$ cat src/rtl/cfg_port_pkg.sv
package cfg_port_pkg;

    localparam int DATA_W      = 8;
    localparam int IDX_W       = 8;
    localparam int BANK_BASE   = 224;
    localparam int BANK_N      = 256 - BANK_BASE;
    localparam logic [7:0] OPEN_CTL_OFS = 8'h85;
    localparam int OPEN_CTL_BIT = 1;
    localparam logic [DATA_W-1:0] IDLE_BYTE = 8'hFF;

    typedef enum logic [1:0] {
        WR_OPEN   = 2'd0,
        WR_LOCKED = 2'd1,
        WR_MATCH  = 2'd2
    } wr_rule_e;

    typedef struct packed {
        logic [IDX_W-1:0]  idx;
        logic              open;
        logic [DATA_W-1:0] rdata;
        logic              ack;
    } port_state_t;

    function automatic wr_rule_e rule_of(input logic [IDX_W-1:0] i);
        if (i inside {[8'h00:8'hDF], 8'hE4, 8'hE5, [8'hE9:8'hED], 8'hF3,
                      8'hF5, 8'hF7, [8'hF9:8'hFB], [8'hFD:8'hFF]})
            return WR_LOCKED;
        if (i == 8'hE7 || i == 8'hE8)
            return WR_MATCH;
        return WR_OPEN;
    endfunction

    function automatic logic [DATA_W-1:0] pinned_value(input logic [IDX_W-1:0] i);
        case (i)
            8'hE7:   return 8'hFE;
            8'hE8:   return 8'hBE;
            default: return '0;
        endcase
    endfunction

    function automatic logic [DATA_W-1:0] init_value(input logic [IDX_W-1:0] i);
        case (i)
            8'hE0:   return 8'h3C;
            8'hE2:   return 8'h03;
            8'hE3:   return 8'hFC;
            8'hE6:   return 8'hDE;
            8'hE7:   return 8'hFE;
            8'hE8:   return 8'hBE;
            default: return '0;
        endcase
    endfunction

endpackage

$ cat src/rtl/cfg_wr_filter.sv
module cfg_wr_filter
    import cfg_port_pkg::*;
(
    input  logic [IDX_W-1:0]  idx,
    input  logic [DATA_W-1:0] data,
    output logic              accept
);
    wr_rule_e rule;

    always_comb begin
        rule = rule_of(idx);
        case (rule)
            WR_LOCKED: accept = 1'b0;
            WR_MATCH:  accept = (data == pinned_value(idx));
            default:   accept = 1'b1;
        endcase
    end
endmodule

$ cat src/rtl/cfg_reg_bank.sv
module cfg_reg_bank
    import cfg_port_pkg::*;
#(
    parameter int BASE = BANK_BASE,
    parameter int N    = BANK_N
) (
    input  logic                         clk,
    input  logic                         rst_n,
    input  logic                         we,
    input  logic [IDX_W-1:0]             widx,
    input  logic [DATA_W-1:0]            wdata,
    input  logic [IDX_W-1:0]             ridx,
    output logic [DATA_W-1:0]            rdata,
    output logic [N-1:0][DATA_W-1:0]     regs
);
    localparam int OFF_W = (N > 1) ? $clog2(N) : 1;
    localparam logic [IDX_W-1:0] BASE_IDX = IDX_W'(BASE);

    logic [N-1:0][DATA_W-1:0] bank_d, bank_q;
    logic [IDX_W-1:0] woff, roff;

    assign woff = widx - BASE_IDX;
    assign roff = ridx - BASE_IDX;

    always_comb begin
        bank_d = bank_q;
        if (we && widx >= BASE_IDX)
            bank_d[woff[OFF_W-1:0]] = wdata;
    end

    for (genvar g = 0; g < N; g++) begin : g_reg
        always_ff @(posedge clk) begin
            if (!rst_n) bank_q[g] <= init_value(IDX_W'(BASE + g));
            else        bank_q[g] <= bank_d[g];
        end
    end

    always_comb begin
        if (ridx >= BASE_IDX) rdata = bank_q[roff[OFF_W-1:0]];
        else                  rdata = '0;
    end

    assign regs = bank_q;
endmodule

$ cat src/rtl/cfg_index_port.sv
module cfg_index_port
    import cfg_port_pkg::*;
(
    input  logic              clk,
    input  logic              rst_n,
    input  logic              ctl_wr,
    input  logic [7:0]        ctl_addr,
    input  logic [7:0]        ctl_wdata,
    input  logic              io_sel,
    input  logic              io_addr,
    input  logic              io_wr,
    input  logic              io_rd,
    input  logic [7:0]        io_wdata,
    output logic [7:0]        io_rdata,
    output logic              io_ack
);
    port_state_t st_d, st_q;
    logic        wr_ok;
    logic        bank_we;
    logic [DATA_W-1:0] bank_rdata;
    logic [BANK_N-1:0][DATA_W-1:0] bank_regs;

    cfg_wr_filter u_filter (
        .idx    (st_q.idx),
        .data   (io_wdata),
        .accept (wr_ok)
    );

    cfg_reg_bank #(.BASE(BANK_BASE), .N(BANK_N)) u_bank (
        .clk   (clk),
        .rst_n (rst_n),
        .we    (bank_we),
        .widx  (st_q.idx),
        .wdata (io_wdata),
        .ridx  (st_q.idx),
        .rdata (bank_rdata),
        .regs  (bank_regs)
    );

    always_comb begin
        st_d     = st_q;
        st_d.ack = 1'b0;
        bank_we  = io_sel && st_q.open && io_wr && io_addr && wr_ok;

        if (ctl_wr && ctl_addr == OPEN_CTL_OFS)
            st_d.open = ctl_wdata[OPEN_CTL_BIT];

        if (io_sel && st_q.open && io_wr && !io_addr)
            st_d.idx = io_wdata;

        if (io_sel && io_rd) begin
            if (st_q.open) begin
                st_d.rdata = bank_rdata;
                st_d.ack   = 1'b1;
            end else begin
                st_d.rdata = IDLE_BYTE;
            end
        end
    end

    always_ff @(posedge clk) begin
        if (!rst_n) begin
            st_q.idx   <= '0;
            st_q.open  <= 1'b0;
            st_q.rdata <= IDLE_BYTE;
            st_q.ack   <= 1'b0;
        end else begin
            st_q <= st_d;
        end
    end

    assign io_rdata = st_q.rdata;
    assign io_ack   = st_q.ack;
endmodule

$ cat config.mk
export PLATFORM = sky130hd
export DESIGN_NAME = cfg_index_port
export DESIGN_NICKNAME = d
export VERILOG_FILES = /design/src/rtl/cfg_port_pkg.sv /design/src/rtl/cfg_wr_filter.sv /design/src/rtl/cfg_reg_bank.sv /design/src/rtl/cfg_index_port.sv
export SDC_FILE = /design/constraint.sdc
export NUM_CORES = 1
export LEC_CHECK = 0
export BUFFER_PORTS_ARGS = -buffer_cell sky130_fd_sc_hd__buf_2
export CORE_MARGIN = 4
export CORE_UTILIZATION = 30
export CTS_BUF_LIST = sky130_fd_sc_hd__clkbuf_4 sky130_fd_sc_hd__clkbuf_8
export DETAILED_ROUTE_END_ITERATION = 7
export HOLD_SLACK_MARGIN = 0.02
export SLEW_MARGIN = 5
export SYNTH_ARGS = -nofsm -noshare
export SYNTH_HDL_FRONTEND = slang
export SYNTH_SLANG_ARGS = --single-unit
$ cat constraint.sdc
create_clock -name clk -period 2.6 [get_ports clk]
set_clock_uncertainty 0.2 [all_clocks]
set_input_delay 0.26 -clock clk [delete_from_list [all_inputs] [get_ports clk]]
set_output_delay 0.26 -clock clk [all_outputs]
set_load 0.02 [all_outputs]
## Yosys cells after proc, flatten, opt, wreduce, memory -nomap -nowiden

Cells that the tools add are included.

- Register bits after elaboration: 274
- Bits in latches: 0
- RAM bits: 0
- Bits in read-only memories: 0
- Bits of input ports: 31
- Output and inout bits: 9
- Word-level logic and storage cells: 94
- Memories: 0

- $add $sub $neg: 1
- Multiply operators: 0
- Divide/modulo/power cells: 0
- Order comparisons: 11
- Equality and inequality tests: 11
- Shift operators: 0
- Multiplexer cells: 18
- Bitwise operators: 0
- Reductions and logical operators: 17

Operators with widths:

| kind | number |
|---|---|
| 256-bit bitwise mux | 1 |
| 8-bit == test, second input constant | 8 |
| 8-bit binary-select mux with 5-bit select | 1 |
| 8-bit demux with 5-bit select | 1 |
| 8-bit two-way mux | 5 |
| 8-bit greater-or-equal comparator, second input constant | 4 |
| 8-bit less-or-equal comparator, second input constant | 4 |
| 8-bit case mux with 2 select lines | 1 |
| 1-bit logical AND | 13 |
| 9-bit nonzero test | 1 |
| 8-bit == test | 1 |
| 8-bit by 1-bit greater-or-equal comparator with 1-bit output, second input constant | 1 |
| 2-bit two-way mux | 4 |
| 5-bit by 6-bit less-than comparator with 1-bit output, second input constant | 1 |
| 5-bit by 1-bit greater-or-equal comparator with 1-bit output, second input constant | 1 |
| 5-bit by 1-bit subtractor with 5-bit output, second input constant | 1 |
| 1-bit two-way mux | 4 |
| 2-bit by 1-bit == test with 1-bit output, second input constant | 1 |
| 2-bit == test, second input constant | 1 |
| 1-bit case mux with 2 select lines | 1 |
| 2-bit AND reduction | 1 |
| 1-bit logical NOT | 1 |
| 1-bit logical OR | 1 |

## Depth between registers and ports, before layout

- Depth in word-level cells: 13
- Mapped depth: 7
- Gate-level depth less buffers: 4

## Modules after synthesis

A second synthesis with hierarchy kept.

- Cells, all modules: 1154
- Area, all modules: 13087.6 um^2

Modules (own cells, without submodules):

| module | times used | cells an instance | area an instance (um^2) | sequential area each (um^2) |
|---|---|---|---|---|
| cfg_reg_bank | 1 | 1045 | 12201.7 | 5124.9 |
| cfg_index_port | 1 | 92 | 775.7 | 360.3 |
| cfg_wr_filter | 1 | 17 | 110.1 | 0.0 |

## Worst setup path before layout

Ideal clock, no wire load.

- Path kind: flip-flop to flip-flop
- From: register, netlist name st_q[10]
- To: register st_q, in the netlist io_rdata[7]
- Setup time: 0.129 ns
- Data arrival time: 1.729 ns
- Data required time: 2.271 ns
- Slack: 0.543 ns
- Cell stages (with the launch flop): 8
- Buffers on the path: 3
- Period minus slack after synthesis: 2.057 ns
- Cells stage by stage: dfxtp_1 > buf_2 > buf_2 > and2_1 > clkbuf_1 > a22oi_1 > a311oi_1 > a31oi_1

- Cells in the longest elaborated chain, start to end: 5
- Elaborated cells between the ends (all ways): 6
- Those cells by class: add/sub: 1; order compare: 1; mux: 4

Ends and longest elaborated chain:

| what | RTL line | RTL |
|---|---|---|
| 5-bit by 1-bit subtractor with 5-bit output | cfg_reg_bank.sv:23 | `assign roff = ridx - BASE_IDX;` |
| 8-bit binary-select mux with 5-bit select | cfg_reg_bank.sv:39 | `if (ridx >= BASE_IDX) rdata = bank_q[roff[OFF_W-1:0]];` |
| 8-bit two-way mux (not written as such) | cfg_reg_bank.sv:39 |  |
| 8-bit two-way mux * | cfg_reg_bank.sv:39 |  |
| 8-bit two-way mux * | cfg_index_port.sv:52 | `if (st_q.open) begin` |
| end signal, assigned | cfg_index_port.sv:68 | `st_q <= st_d;` |
| end, declared | cfg_index_port.sv:17 | `port_state_t st_d, st_q;` |

Every way passes the cells marked *; elsewhere a longest branch is shown, timed or not. The select of a mux whose other input is x is not followed.
A chain may end at the register's enable or synchronous reset.

## Worst setup path after layout

- From: register, netlist name st_q[12]
- To: register u_bank.bank_q, in the netlist u_bank.regs[137]

- Cells in the longest elaborated chain, start to end: 10
- Elaborated cells between the ends (all ways): 43
- Those cells by class: add/sub: 1; order compare: 11; eq/ne: 10; mux: 12; reduce/logical: 9

Ends and longest elaborated chain:

| what | RTL line | RTL |
|---|---|---|
| parallel branches: the longest is 10 deep, another holds 5-bit by 6-bit less-than comparator with 1-bit output | -- |  |
| end signal, assigned by index | cfg_reg_bank.sv:33 | `if (!rst_n) bank_q[g] <= init_value(IDX_W'(BASE + g));` |
| end signal, assigned by index | cfg_reg_bank.sv:34 | `else bank_q[g] <= bank_d[g];` |
| end, declared | cfg_reg_bank.sv:19 | `logic [N-1:0][DATA_W-1:0] bank_d, bank_q;` |

Parallel ways; which one is timed is not known. The select of a mux whose other input is x is not followed.

==> impl_metrics.ini <==
[cells_and_area]
final_common_cell = dfxtp_1
fillers = 3674
nets = 1095
antennaDiodeCount = 0
fin_cells = 1599
layout-drive-gt1-share_pct = 21.5
areaGrowthSynthToFinish_pct = 15.6
final_cell_mix = 271 x dfxtp_1, 129 x mux2i_1, 129 x and2_1
fin_util_pct = 35.1

[synth]
ys_types = 40
synth_edf_count = 0
synthesis.instances = 1014
synth_area_um2 = 11400
ys.flop_type = dfxtp_1
ys_seq_elements = 274
synth_area_leader_cell = dfxtp_1
yosys.area.top_type_share_pct = 48.1
seq_area_frac_synth_pct = 48.1
ys_async_sr_fraction_pct = 0
avgSynthCellArea_um2 = 11.2
synth_nets = 1045
synth_area_leaders = dfxtp_1 48%, mux2i_1 11%, mux4_2 9.5%, and2_1 7.1%, nor2b_1 4.7%
yosysWarnings = 0

[clock_network]
clk_latency_ns = 0.54
numCtsBuffers = 46
clock_path_buffers = 3
tritoncts = yes
root_buffer = clkbuf_8
cts.sinks = 274
ctsResizeCount = 0
clk_pin_slew_ns = 0.06
h-tree-depth = 2
post_cts_buffers = 0

[timing]
slew_viol_final = 0
period_needed_ns = 2.32
whs_ns = 0.0592
fmax_mhz = 430
relSlewSlack_pct = 46.4
rsz0062_at_grt = no
hold_viol = 0
finalSetupViolCount = 0
setup_tns_ns = 0
worstMarginPinSlew_ns = 0.803
fin_crit_sh_pct = 89.4

[placement]
place.port_buffers = 32
hpwlAfterDp_um = 17000
place_inst = 1515
gp_congestion = 0.821

[min_path]
min_to = st_q[10]
hold-path-cell-count = 4
hold_path_class = input port to flip-flop
hp-start = io_wdata[0]

[floorplanning]
initial_core_util_pct = 30.3
die_area_um2 = 41200
fp.coreArea_um2 = 37600
num_rows = 71
ios = 40
die_w_um = 203
die_y_um = 203

[critical_path]
timing.rr.start = st_q[12]
crit_path_end_kind = flip-flop
start_kind = flip-flop
r2r_setup_slack_ns = 0.28
cp_slowest_stage_delay_ns = 0.76
reg2reg_to = u_bank.regs[137]
critPathRequiredTime_ns = 2.83
crit_arrival_ns = 2.55
crit_type = flip-flop to flip-flop
rr_worst_depth = 4
crit_chain = or4b_4, or4_1, mux2i_1, nor2b_1
critPathMaxFanout = 8
critPathSlowestCell = or4_1

[global_routing]
grt_usage_pct = 13.3
antenna_found_initial = 0
grt_max_degree = 229
grt_remaining_overflow = 0
grt_pass1_vias = 7635
grt_pass1_wl_um = 43900

[route]
drt-vias-per-instance = 4.69
drc = 0
vias = 7500
postRouteAntennaNets = 0
firstDrtPassIters = 5
drt_iter0_drc = 521
wl_per_cell_um = 17.2
routed_wl_um = 27400

[status]
run_status = completed

[pwr]
p_leak_nw = 4.55
powerDensity_nw_per_um2 = 613
ir_worst_vdd_mv = 0.236

[job]
drv_cap = 0
critical path, delay by kind of cell (launching register included):
kind / cells / cell delay (ns)
DFF: 1 / 0.38
muxes: 1 / 0.25
and+or+nand+nor: 3 / 1.38
layout make-up:
| cell class | instances | area, µm² | share of cell area [%] |
|---|---|---|---|
| Tap cell | 511 | 639 | 4.85 |
| Clock inverter | 3 | 17.5 | 0.133 |
| Multi-Input combinational cell | 648 | 5500 | 41.7 |
| Sequential cell | 274 | 5490 | 41.7 |
| Clock buffer | 69 | 856 | 6.50 |
| Timing Repair Buffer | 90 | 657 | 4.99 |
| Inverter | 4 | 15.0 | 0.114 |
synth_stat cells (2+ instances only):
cell      count
a21boi_0     20
a22oi_1      16
a311oi_1      2
a31oi_1      14
and2_1      129
and3_1        5
and4_1        7
and4b_1       2
buf_1         8
buf_2        15
buf_4        13
clkbuf_1     52
dfxtp_1     274
inv_1         4
mux2_2        8
mux2i_1     129
mux4_2       48
nand2_1      44
nand2b_1      3
nand3_1      23
nand3b_1      8
nand4_1      21
nand4b_1     16
nor2_1       14
nor2b_1      85
nor3_1        4
nor4_4       11
o21ai_0      16
or2_2        10
or3_1         2
or4_1         2
how the worst max path moves through the flow:
stage,start,end,slack (ns),depth (start not counted)
2_1_floorplan,st_q[10],io_rdata[7],0.54,7
3_3_place_gp,st_q[11],u_bank.regs[69],0.27,6
3_5_place_dp,st_q[11],u_bank.regs[66],0.24,6
4_1_cts,st_q[11],u_bank.regs[66],0.21,6
5_1_grt,st_q[11],u_bank.regs[66],0.08,6
6_report,st_q[12],u_bank.regs[137],0.28,4
registers in the layout (all words and copies together), names as in the netlist:
name and flops:
io_ack 1, io_rdata 8, st_q 9, u_bank.regs 256
per-layer routing:
| layer | GRT usage, % | part of all wire, % | vias up |
|---|---|---|---|
| met2 | 21.4 | 46 | 150 |
| li1 | - | - | 3669 |
| met1 | 18.7 | 48 | 3641 |
| met3 | 2.24 | 4.3 | 40 |
| met4 | 3.56 | 1.6 | 0 |
| met5 | 0 | 0 | - |
per-stage QoR:
| step | instance area [µm²] | power (mW) | worst slack, ns |
|---|---|---|---|
| finish | 13200 | 8.08 | 0.275 |
| global route | 13200 | 8.40 | 0.0794 |
| CTS | 13200 | 8.18 | 0.210 |
| detailed placement | 12200 | 4.46 | 0.237 |
| global placement | 12200 | 4.46 | 0.267 |
| floorplan | 11400 | 4.38 | 0.543 |
power breakdown:
part | switching (mW) | internal [mW] | total [mW]
Combinational | 0.122 | 0.0606 | 0.183
Clock | 1.63 | 2.07 | 3.69
Sequential | 0.000125 | 4.20 | 4.20
kinds of logic after synthesis:
family                 after synthesis  share of synthesized area, %
AO/OA/AOI/OAI                       70                          4.14
XOR/XNOR                             1                        0.0769
buffers and inverters               92                          3.62
flip-flops                         274                          48.1
multiplexers                       185                          21.6
AND/OR/NAND/NOR                    392                          22.4
timing repair:
item                                    4_1_cts  5_1_grt
hold buffers                                 12        0
hold endpoints to repair                     39        0
endpoints found under the setup margin        0        0
(Power assumes the default switching activity.)
